File: config.mk
export PLATFORM = sky130hd
export DESIGN_NAME = pmx_xlate
export DESIGN_NICKNAME = d
export VERILOG_FILES = /design/src/rtl/pmx_pkg.sv /design/src/rtl/pmx_decode.sv /design/src/rtl/pmx_regbank.sv /design/src/rtl/pmx_xlate.sv
export SDC_FILE = /design/constraint.sdc
export NUM_CORES = 1
export LEC_CHECK = 0
export BUFFER_PORTS_ARGS = -buffer_cell sky130_fd_sc_hd__buf_2
export CORE_MARGIN = 4
export CORE_UTILIZATION = 60
export CTS_CLUSTER_DIAMETER = 150
export DETAILED_ROUTE_END_ITERATION = 8
export PLACE_DENSITY = 0.78
export SETUP_SLACK_MARGIN = 0.05
export SLEW_MARGIN = 20
export SYNTH_ARGS = -nofsm -noshare
export SYNTH_HDL_FRONTEND = slang
export SYNTH_SLANG_ARGS = --single-unit
File: constraint.sdc
create_clock -name clk -period 8 [get_ports clk]
set_input_delay 1.6 -clock clk [delete_from_list [all_inputs] [get_ports clk]]
set_output_delay 1.6 -clock clk [all_outputs]
set_load 0.01 [all_outputs]
File: src/rtl/pmx_pkg.sv
package pmx_pkg;
  localparam int PMX_VA_W       = 16;
  localparam int PMX_PA_W       = 22;
  localparam int PMX_PAGES      = 8;
  localparam int PMX_REG_W      = 16;
  localparam int PMX_PAGE_BYTES = 1 << (PMX_VA_W - $clog2(PMX_PAGES));
  localparam int PMX_SCALE_SH   = 6;
  localparam int PMX_WRITTEN    = 6;
  localparam logic [PMX_REG_W-1:0] PMX_PDR_RST =
    PMX_REG_W'((3 << 1) | ((PMX_PAGE_BYTES >> PMX_SCALE_SH) << 8));

  // decode select bit positions
  localparam int SEL_KPDR = 0;
  localparam int SEL_KPAR = 1;
  localparam int SEL_UPDR = 2;
  localparam int SEL_UPAR = 3;
  localparam int SEL_SR0  = 4;
  localparam int SEL_N    = 5;

  function automatic logic [PMX_REG_W-1:0] pmx_par_rst(input int idx);
    return PMX_REG_W'((idx % PMX_PAGES) * (PMX_PAGE_BYTES >> PMX_SCALE_SH));
  endfunction

  function automatic logic pmx_is_user(input logic [3:0] mode, input logic prev);
    return prev ? (mode[1] & mode[0]) : (mode[3] & mode[2]);
  endfunction

  function automatic logic [PMX_PA_W-1:0] pmx_phys(
    input logic [PMX_REG_W-1:0] base,
    input logic [PMX_VA_W-$clog2(PMX_PAGES)-1:0] off);
    return PMX_PA_W'({base, {PMX_SCALE_SH{1'b0}}}) + PMX_PA_W'(off);
  endfunction

  function automatic logic [PMX_REG_W-1:0] pmx_sr0(input logic user,
                                                   input logic [2:0] page);
    return {9'd0, user, user, 1'b0, page, 1'b0};
  endfunction
endpackage

File: src/rtl/pmx_decode.sv
module pmx_decode
  import pmx_pkg::*;
#(
  parameter int WA_W   = PMX_VA_W - 1,
  parameter int PAGES  = PMX_PAGES,
  parameter logic [WA_W-1:0] KPDR_W = 15'h7A60,
  parameter logic [WA_W-1:0] KPAR_W = 15'h7A70,
  parameter logic [WA_W-1:0] UPDR_W = 15'h7FC0,
  parameter logic [WA_W-1:0] UPAR_W = 15'h7FD0,
  parameter logic [WA_W-1:0] SR0_W  = 15'h7FBD
) (
  input  logic [WA_W-1:0]          waddr,
  output logic [SEL_N-1:0]         sel,
  output logic [$clog2(PAGES)-1:0] idx
);
  localparam int PG_W = $clog2(PAGES);

  logic [WA_W-1:0] bases [4];
  assign bases[0] = KPDR_W;
  assign bases[1] = KPAR_W;
  assign bases[2] = UPDR_W;
  assign bases[3] = UPAR_W;

  for (genvar g = 0; g < 4; g++) begin : g_win
    assign sel[g] = (waddr[WA_W-1:PG_W] == bases[g][WA_W-1:PG_W]);
  end
  assign sel[SEL_SR0] = (waddr == SR0_W);
  assign idx = waddr[PG_W-1:0];
endmodule

File: src/rtl/pmx_regbank.sv
module pmx_regbank
  import pmx_pkg::*;
#(
  parameter int PAGES = PMX_PAGES,
  parameter int REG_W = PMX_REG_W,
  localparam int NREG  = 2 * PAGES,
  localparam int IDX_W = $clog2(NREG)
) (
  input  logic             clk,
  input  logic             rst_n,
  input  logic             wr_en,
  input  logic             wr_par,
  input  logic [IDX_W-1:0] wr_idx,
  input  logic [REG_W-1:0] wr_data,
  input  logic             mark_en,
  input  logic [IDX_W-1:0] mark_idx,
  input  logic [IDX_W-1:0] xl_idx,
  output logic [REG_W-1:0] xl_par,
  input  logic [IDX_W-1:0] rg_idx,
  output logic [REG_W-1:0] rg_par,
  output logic [REG_W-1:0] rg_pdr
);
  logic [REG_W-1:0] par_q [NREG];
  logic [REG_W-1:0] pdr_q [NREG];
  logic             pdr_collide;

  assign pdr_collide = wr_en && !wr_par && (wr_idx == mark_idx);

  always_ff @(posedge clk or negedge rst_n) begin
    if (!rst_n) begin
      for (int i = 0; i < NREG; i++) begin
        par_q[i] <= pmx_par_rst(i);
        pdr_q[i] <= PMX_PDR_RST;
      end
    end else begin
      for (int i = 0; i < NREG; i++) begin
        if (wr_en && wr_par && wr_idx == IDX_W'(i))
          par_q[i] <= wr_data;
        if (wr_en && !wr_par && wr_idx == IDX_W'(i))
          pdr_q[i] <= wr_data;
        else if (mark_en && mark_idx == IDX_W'(i))
          pdr_q[i][PMX_WRITTEN] <= 1'b1;
      end
    end
  end

  assign xl_par = par_q[xl_idx];
  assign rg_par = par_q[rg_idx];
  assign rg_pdr = pdr_q[rg_idx];


  written_set_chk: assert property (@(posedge clk) disable iff (!rst_n)
    (mark_en && !pdr_collide) |=> pdr_q[$past(mark_idx)][PMX_WRITTEN]);


  reg_wins_chk: assert property (@(posedge clk) disable iff (!rst_n)
    (wr_en && !wr_par) |=> pdr_q[$past(wr_idx)] == $past(wr_data));
endmodule

File: src/rtl/pmx_xlate.sv
module pmx_xlate
  import pmx_pkg::*;
#(
  parameter int VA_W  = PMX_VA_W,
  parameter int PA_W  = PMX_PA_W,
  parameter int PAGES = PMX_PAGES,
  parameter int REG_W = PMX_REG_W
) (
  input  logic            clk,
  input  logic            rst_n,
  input  logic            cpu_req,
  input  logic            cpu_wr,
  input  logic            cpu_byte,
  input  logic            cpu_prev,
  input  logic [VA_W-1:0] cpu_vaddr,
  input  logic [3:0]      mode_bits,
  input  logic [2:0]      pc_page,
  output logic            mem_req,
  output logic            mem_wr,
  output logic            mem_byte,
  output logic            io_sel,
  output logic [PA_W-1:0] mem_paddr,
  input  logic            reg_rd,
  input  logic            reg_wr,
  input  logic [VA_W-2:0] reg_waddr,
  input  logic [REG_W-1:0] reg_wdata,
  output logic [REG_W-1:0] reg_rdata,
  output logic            reg_hit
);
  localparam int PG_W  = $clog2(PAGES);
  localparam int OFF_W = VA_W - PG_W;
  localparam int IDX_W = PG_W + 1;

  // translation path
  logic             xl_user, io_page, mark_en;
  logic [IDX_W-1:0] xl_idx;
  logic [REG_W-1:0] xl_par;

  assign xl_user  = pmx_is_user(mode_bits, cpu_prev);
  assign io_page  = &cpu_vaddr[VA_W-1:OFF_W];
  assign xl_idx   = {xl_user, cpu_vaddr[VA_W-1:OFF_W]};
  assign io_sel   = cpu_req & io_page;
  assign mem_req  = cpu_req & ~io_page;
  assign mem_wr   = mem_req & cpu_wr;
  assign mem_byte = cpu_byte;
  assign mark_en  = mem_wr;
  assign mem_paddr = io_page ? {{(PA_W-VA_W){1'b1}}, cpu_vaddr}
                             : pmx_phys(xl_par, cpu_vaddr[OFF_W-1:0]);

  // register access path
  logic [SEL_N-1:0] dsel;
  logic [PG_W-1:0]  didx;
  logic             d_map, d_par, d_user, d_sr0, wr_en;
  logic [REG_W-1:0] rg_par, rg_pdr, sr0_val;

  pmx_decode #(.WA_W(VA_W-1), .PAGES(PAGES)) u_dec (
    .waddr (reg_waddr),
    .sel   (dsel),
    .idx   (didx)
  );

  assign d_map  = |dsel[SEL_UPAR:SEL_KPDR];
  assign d_par  = dsel[SEL_KPAR] | dsel[SEL_UPAR];
  assign d_user = dsel[SEL_UPDR] | dsel[SEL_UPAR];
  assign d_sr0  = dsel[SEL_SR0];
  assign wr_en  = reg_wr & d_map;
  assign sr0_val = pmx_sr0(pmx_is_user(mode_bits, 1'b0), pc_page);

  pmx_regbank #(.PAGES(PAGES), .REG_W(REG_W)) u_bank (
    .clk      (clk),
    .rst_n    (rst_n),
    .wr_en    (wr_en),
    .wr_par   (d_par),
    .wr_idx   ({d_user, didx}),
    .wr_data  (reg_wdata),
    .mark_en  (mark_en),
    .mark_idx (xl_idx),
    .xl_idx   (xl_idx),
    .xl_par   (xl_par),
    .rg_idx   ({d_user, didx}),
    .rg_par   (rg_par),
    .rg_pdr   (rg_pdr)
  );

  always_comb begin
    reg_rdata = '0;
    if (reg_rd) begin
      if (d_sr0)      reg_rdata = sr0_val;
      else if (d_par) reg_rdata = rg_par;
      else if (d_map) reg_rdata = rg_pdr;
    end
  end
  assign reg_hit = reg_rd & (d_map | d_sr0);


  io_excl_chk: assert property (@(posedge clk) disable iff (!rst_n)
    io_sel |-> (!mem_req && !mem_wr));


  rdata_quiet_chk: assert property (@(posedge clk) disable iff (!rst_n)
    !reg_rd |-> (reg_rdata == '0 && !reg_hit));


  one_window_chk: assert property (@(posedge clk) disable iff (!rst_n)
    $onehot0(dsel));


  sr0_mode_chk: assert property (@(posedge clk) disable iff (!rst_n)
    (reg_rd && d_sr0) |-> (reg_rdata[6] == reg_rdata[5] && reg_rdata[15:7] == '0));
endmodule

-- After elaboration in Yosys (flattened, before gate mapping)
Cells that the tools add are included.
- bits in writable memories: 0
- bits in latches: 0
- bits in registers: 512
- output and inout bits: 43
- memories kept: 0
- ROM bits: 0
- divide/modulo/power cells: 0
- shift-type cells: 0
- multipliers: 0
- order comparisons: 2
- reductions and logical operators: 71
- equality and inequality tests: 35
- multiplexer cells: 47
- $add $sub $neg: 1
- bitwise logic cells: 13
- operators by type and width (operator ; number):
    16-bit binary-select mux with 4-bit select ; 3
    16-bit two-way mux ; 10
    4-bit equality test (second input constant) ; 16
    1-bit logical AND ; 50
    12-bit equality test (second input constant) ; 4
    1-bit two-way mux ; 33
    4-bit by 3-bit equality test with 1-bit output (second input constant) ; 8
    2-bit nonzero test ; 16
    22-bit by 13-bit adder with 22-bit output ; 1
    22-bit two-way mux ; 1
    4-bit by 2-bit equality test with 1-bit output (second input constant) ; 4
    15-bit equality test (second input constant) ; 1
    5-bit >= comparator (second input constant) ; 2
    4-bit NOT with 5-bit output ; 2
    4-bit by 1-bit equality test with 1-bit output (second input constant) ; 2
    4-bit zero test ; 2
    1-bit AND ; 7
    4-bit OR reduction ; 1
    1-bit OR ; 3
    3-bit AND reduction ; 1
    1-bit zero test ; 1
    1-bit NOT ; 1

-- Depth between registers and ports, before layout
- depth in word-level cells: 10
- mapped depth: 16

-- Cells and area by module
A second synthesis with hierarchy kept.
- cell total of the unflattened synthesis: 1765
- area, all modules: 26296.5 um2
- by module, submodules not included (module ; seq. area each (um2) ; area each (um2) ; cells each ; times used):
    pmx_regbank ; 12902.4 ; 25189.2 ; 1597 ; 1
    pmx_xlate ; 0.0 ; 987.2 ; 151 ; 1
    pmx_decode ; 0.0 ; 120.1 ; 17 ; 1

-- Worst setup path before layout
No wires, ideal clock.
- path type: input -> output
- from: input port cpu_vaddr[13]
- to: output port mem_paddr[19]
- data arrival time: 5.016 ns
- stages: 13
- buffers on the path: 4
- required time: 6.400 ns
- slack: 1.384 ns
- cell sequence: buf_6 -> buf_6 -> buf_4 -> buf_4 -> mux4_2 -> mux4_2 -> ha_1 -> a21o_1 -> a21oi_1 -> o31ai_1 -> nand4_2 -> o21ai_1 -> or3b_1
- longest elaborated chain between the ends: 6
- elaborated cells between the ends (all ways): 7
- those cells by class: 1 x add/sub; 4 x mux; 1 x bitwise; 1 x reduce/logical
- ends and longest elaborated chain (item ; RTL line ; text):
    from (decl) ; pmx_xlate.sv:15 ; input logic [VA_W-1:0] cpu_vaddr,
    4-bit NOT with 5-bit output (not written as such) ; pmx_regbank.sv:47 ; assign xl_par = par_q[xl_idx];
    16-bit binary-select mux with 4-bit select ; pmx_regbank.sv:47 ;
    16-bit two-way mux (not written as such) (2 in series) ; pmx_regbank.sv:47 ;
    22-bit by 13-bit adder with 22-bit output ; pmx_pkg.sv:31 ; return PMX_PA_W'({base, {PMX_SCALE_SH{1'b0}}}) + PMX_PA_W'(off);
    22-bit two-way mux * ; pmx_xlate.sv:47 ; assign mem_paddr = io_page ? {{(PA_W-VA_W){1'b1}}, cpu_vaddr}
    to (decl) ; pmx_xlate.sv:22 ; output logic [PA_W-1:0] mem_paddr,
Mark *: on every way between the ends. The rest lies on a longest branch, timed or not. The select of a mux whose other input is x is not followed.

-- Worst setup path in the final report
Same ends and word-level chain as after synthesis.

==> reports/results.txt <==
status -> finished clean
drt pass-1 iters -> 6
IO buf count -> 90
share of cells above drive strength 1 -> 53.77%
DP Area -> 0.02728 mm²
CP peak stage delay -> 530 ps
Post-Place Setup Slack -> 1086 ps
vias in the first global route -> 17,110
setup TNS -> 0 ps
number of post-CTS setup repair buffers -> 0
Hold WC Path Type -> flop to flop
Netlist cell types -> 68
Yosys top cell by area -> dfrtp_1
htree depth -> 2
DRC viols -> 0
Die X -> 218.9 µm
Avg Inst Size Synth -> 15.07 µm²
Slew HR -> 22.17%
Filler cells -> 2,991
ys async rst share -> 100.0%
largest net degree at the start of global routing -> 179
Final Cell Area -> 0.02912 mm²
Worst EP required -> 6400 ps
origin of the critical flop-to-flop path -> u_bank.pdr_q[70]
Worst-Skew Late Latency -> 590 ps
DR vias -> 16,220
Hold EP -> u_bank.pdr_q[6]
starting density of the core -> 61.26%
Post-Syn Area -> 0.02668 mm²
Core Area -> 0.04355 mm²
minimum clock period -> 6919 ps
synth cell count leaders -> 440 x dfrtp_1, 411 x mux2_2, 212 x mux4_2
Max IR drop VDD -> 0.0001799 V
CTS Buf Count -> 53
WP data arrival -> 5320 ps
total grt overflow -> 0
nets -> 1,845
area grow syn2layout -> 9.140%
crit path kind -> primary input to primary output
most common cell in the netlist -> dfrtp_1
Pwr Density -> 188.5 mW/mm²
worst-margin pin slew -> 1167 ps
post-DP HPWL -> 41,080 µm
Reg2Reg Depth -> 2
leakage -> 13.88 nW
Max Slew Vio Count -> 0
maximum clock frequency -> 0.1445 GHz
Gate Count Post-Synth -> 1,770
Ys Warns -> 0
Tot GR Track Use -> 28.65%
Reg area -> 0.01290 mm²
Placed Cells -> 2,305
share of the synthesized area in the top cell type -> 41.27%
GP Congestion -> 0.8423
Setup-failing EPs final -> 0
Hold Crit Depth -> 2
final worst slack -> 1081 ps
CTS max path bufs -> 3
Post-Layout Cell Count -> 2,406
post-synthesis register bit count -> 512
post-synthesis sequential area ratio -> 48.36%
max-cap violations -> 0
ANT nets after route -> 0
skew final -> 0 ps
footprint of the multi-input gates -> 0.01288 mm²
drt first-iter violations -> 1,481
first-pass GRT wire length -> 104,200 µm
initial antenna violation count -> 3
routed wire length per instance -> 27.91 µm
Syn Nets -> 1,840
crit-path max FO -> 29
internal reg-to-reg setup slack -> 7110 ps
worst hold start -> u_bank.pdr_q[6]
dominant synthesized flop cell -> dfrtp_1
total die area -> 0.04790 mm²
cts hold-fix bufs -> 0
Vias/cell -> 6.741
Hold Fails Final Rpt -> 0
final worst path period share -> 86.49%
critical path launch point type -> primary input
RSZ-0062 raised after global routing -> false
Die H -> 218.9 µm
WL final -> 67,160 µm
row cnt -> 76
ranking of synthesized cells by area -> dfrtp_1 41%, mux4_2 18%, mux2_2 17%
post_cts resized -> 0
root buf cell -> clkbuf_16
Crit-path slowest cell -> o31ai_1
Crit. End Element -> primary output
RR Endpoint -> u_bank.pdr_q[70]
clock slew at reported path FFs -> 60 ps
worst-path cell chain -> buf_4, buf_4, mux4_2, mux4_2, ha_1, inv_1, o31ai_1, nand4_2, o21ai_1, or3b_1, buf_2
clock sink count -> 512
IO Pins -> 105
Post-synth EDFFs -> 0
Finished Core Util -> 66.86%
CTS tree -> yes
cells by family (layout without fill, tap and decap cells):
family / Yosys count / in the layout / synth area share [%]
multiplexers: 708 / 708 / 39.91
flip-flops: 512 / 512 / 48.36
AND/OR/NAND/NOR: 223 / 223 / 4.521
buffers and inverters: 180 / 229 / 3.381
AO/OA/AOI/OAI: 132 / 132 / 3.194
adder cells (fa/ha/maj): 8 / 8 / 0.4033
XOR/XNOR: 7 / 7 / 0.2298
other: 0 / 2 / 0
flip-flops by register name, indices dropped and copies added, names as in the netlist:
register and count:
u_bank.par_q 256, u_bank.pdr_q 256
worst max-delay path by stage:
stage          slack, ps             to           from
2_1_floorplan       1380  mem_paddr[19]  cpu_vaddr[13]
3_3_place_gp        1120  mem_paddr[21]  cpu_vaddr[13]
3_5_place_dp        1090  mem_paddr[19]  cpu_vaddr[13]
4_1_cts             1090  mem_paddr[19]  cpu_vaddr[13]
5_1_grt              830  mem_paddr[19]  cpu_vaddr[13]
6_report            1080  mem_paddr[19]  cpu_vaddr[13]
stage by stage:
| stage | power [mW] | hold slack [ps] |
|---|---|---|
| 3_3_place_gp | 2.956 | 468.4 |
| 6_report | 5.488 | 490.9 |
| 5_1_grt | 5.659 | 500.7 |
| 2_1_floorplan | 2.842 | 444.8 |
| 4_1_cts | 5.516 | 490.8 |
| 3_5_place_dp | 2.965 | 476.7 |
power by group:
| part | switching [mW] | internal (mW) | leakage [nW] |
|---|---|---|---|
| registers | 0.0101 | 2.61 | 6.86 |
| logic | 0.206 | 0.0939 | 6.12 |
| clock network | 1.03 | 1.54 | 0.901 |
final cells by class:
class                   instances  area share [%]
inverters                      13          0.1676
flip-flops and latches        512           44.31
multi-input cells            1078           44.24
repair buffers                117           2.475
clock buffers                  85           5.668
clock inverters                14          0.6059
well taps                     585           2.514
diodes                          2         0.01719
metal layers:
metal / share of wire, % / track usage (%)
met3: 7.7 / 6.217
met5: 0.019 / 0
met4: 3.7 / 10.20
met2: 48 / 46.15
met1: 40 / 39.14
placed cells by master (no fill, tap or decap), types with 38 or more instances in the layout:
cell type | netlist | layout
dfrtp_1 | 440 | 440
mux2_2 | 411 | 411
nand2_1 | 82 | 82
nor2_1 | 39 | 38
clkbuf_16 | 0 | 56
mux4_2 | 212 | 212
dfstp_2 | 72 | 72
buf_2 | 60 | 85
a21oi_1 | 38 | 38
worst max-delay path, delay by kind of cell:
kind | cells | cell delay [ps]
adders and majority gates | 1 | 350
muxes | 2 | 1020
AOI/OAI and AO/OA | 2 | 710
buffers and inverters | 4 | 1010
and+or+nand+nor | 2 | 580
Power figures use the tool's default switching activity.
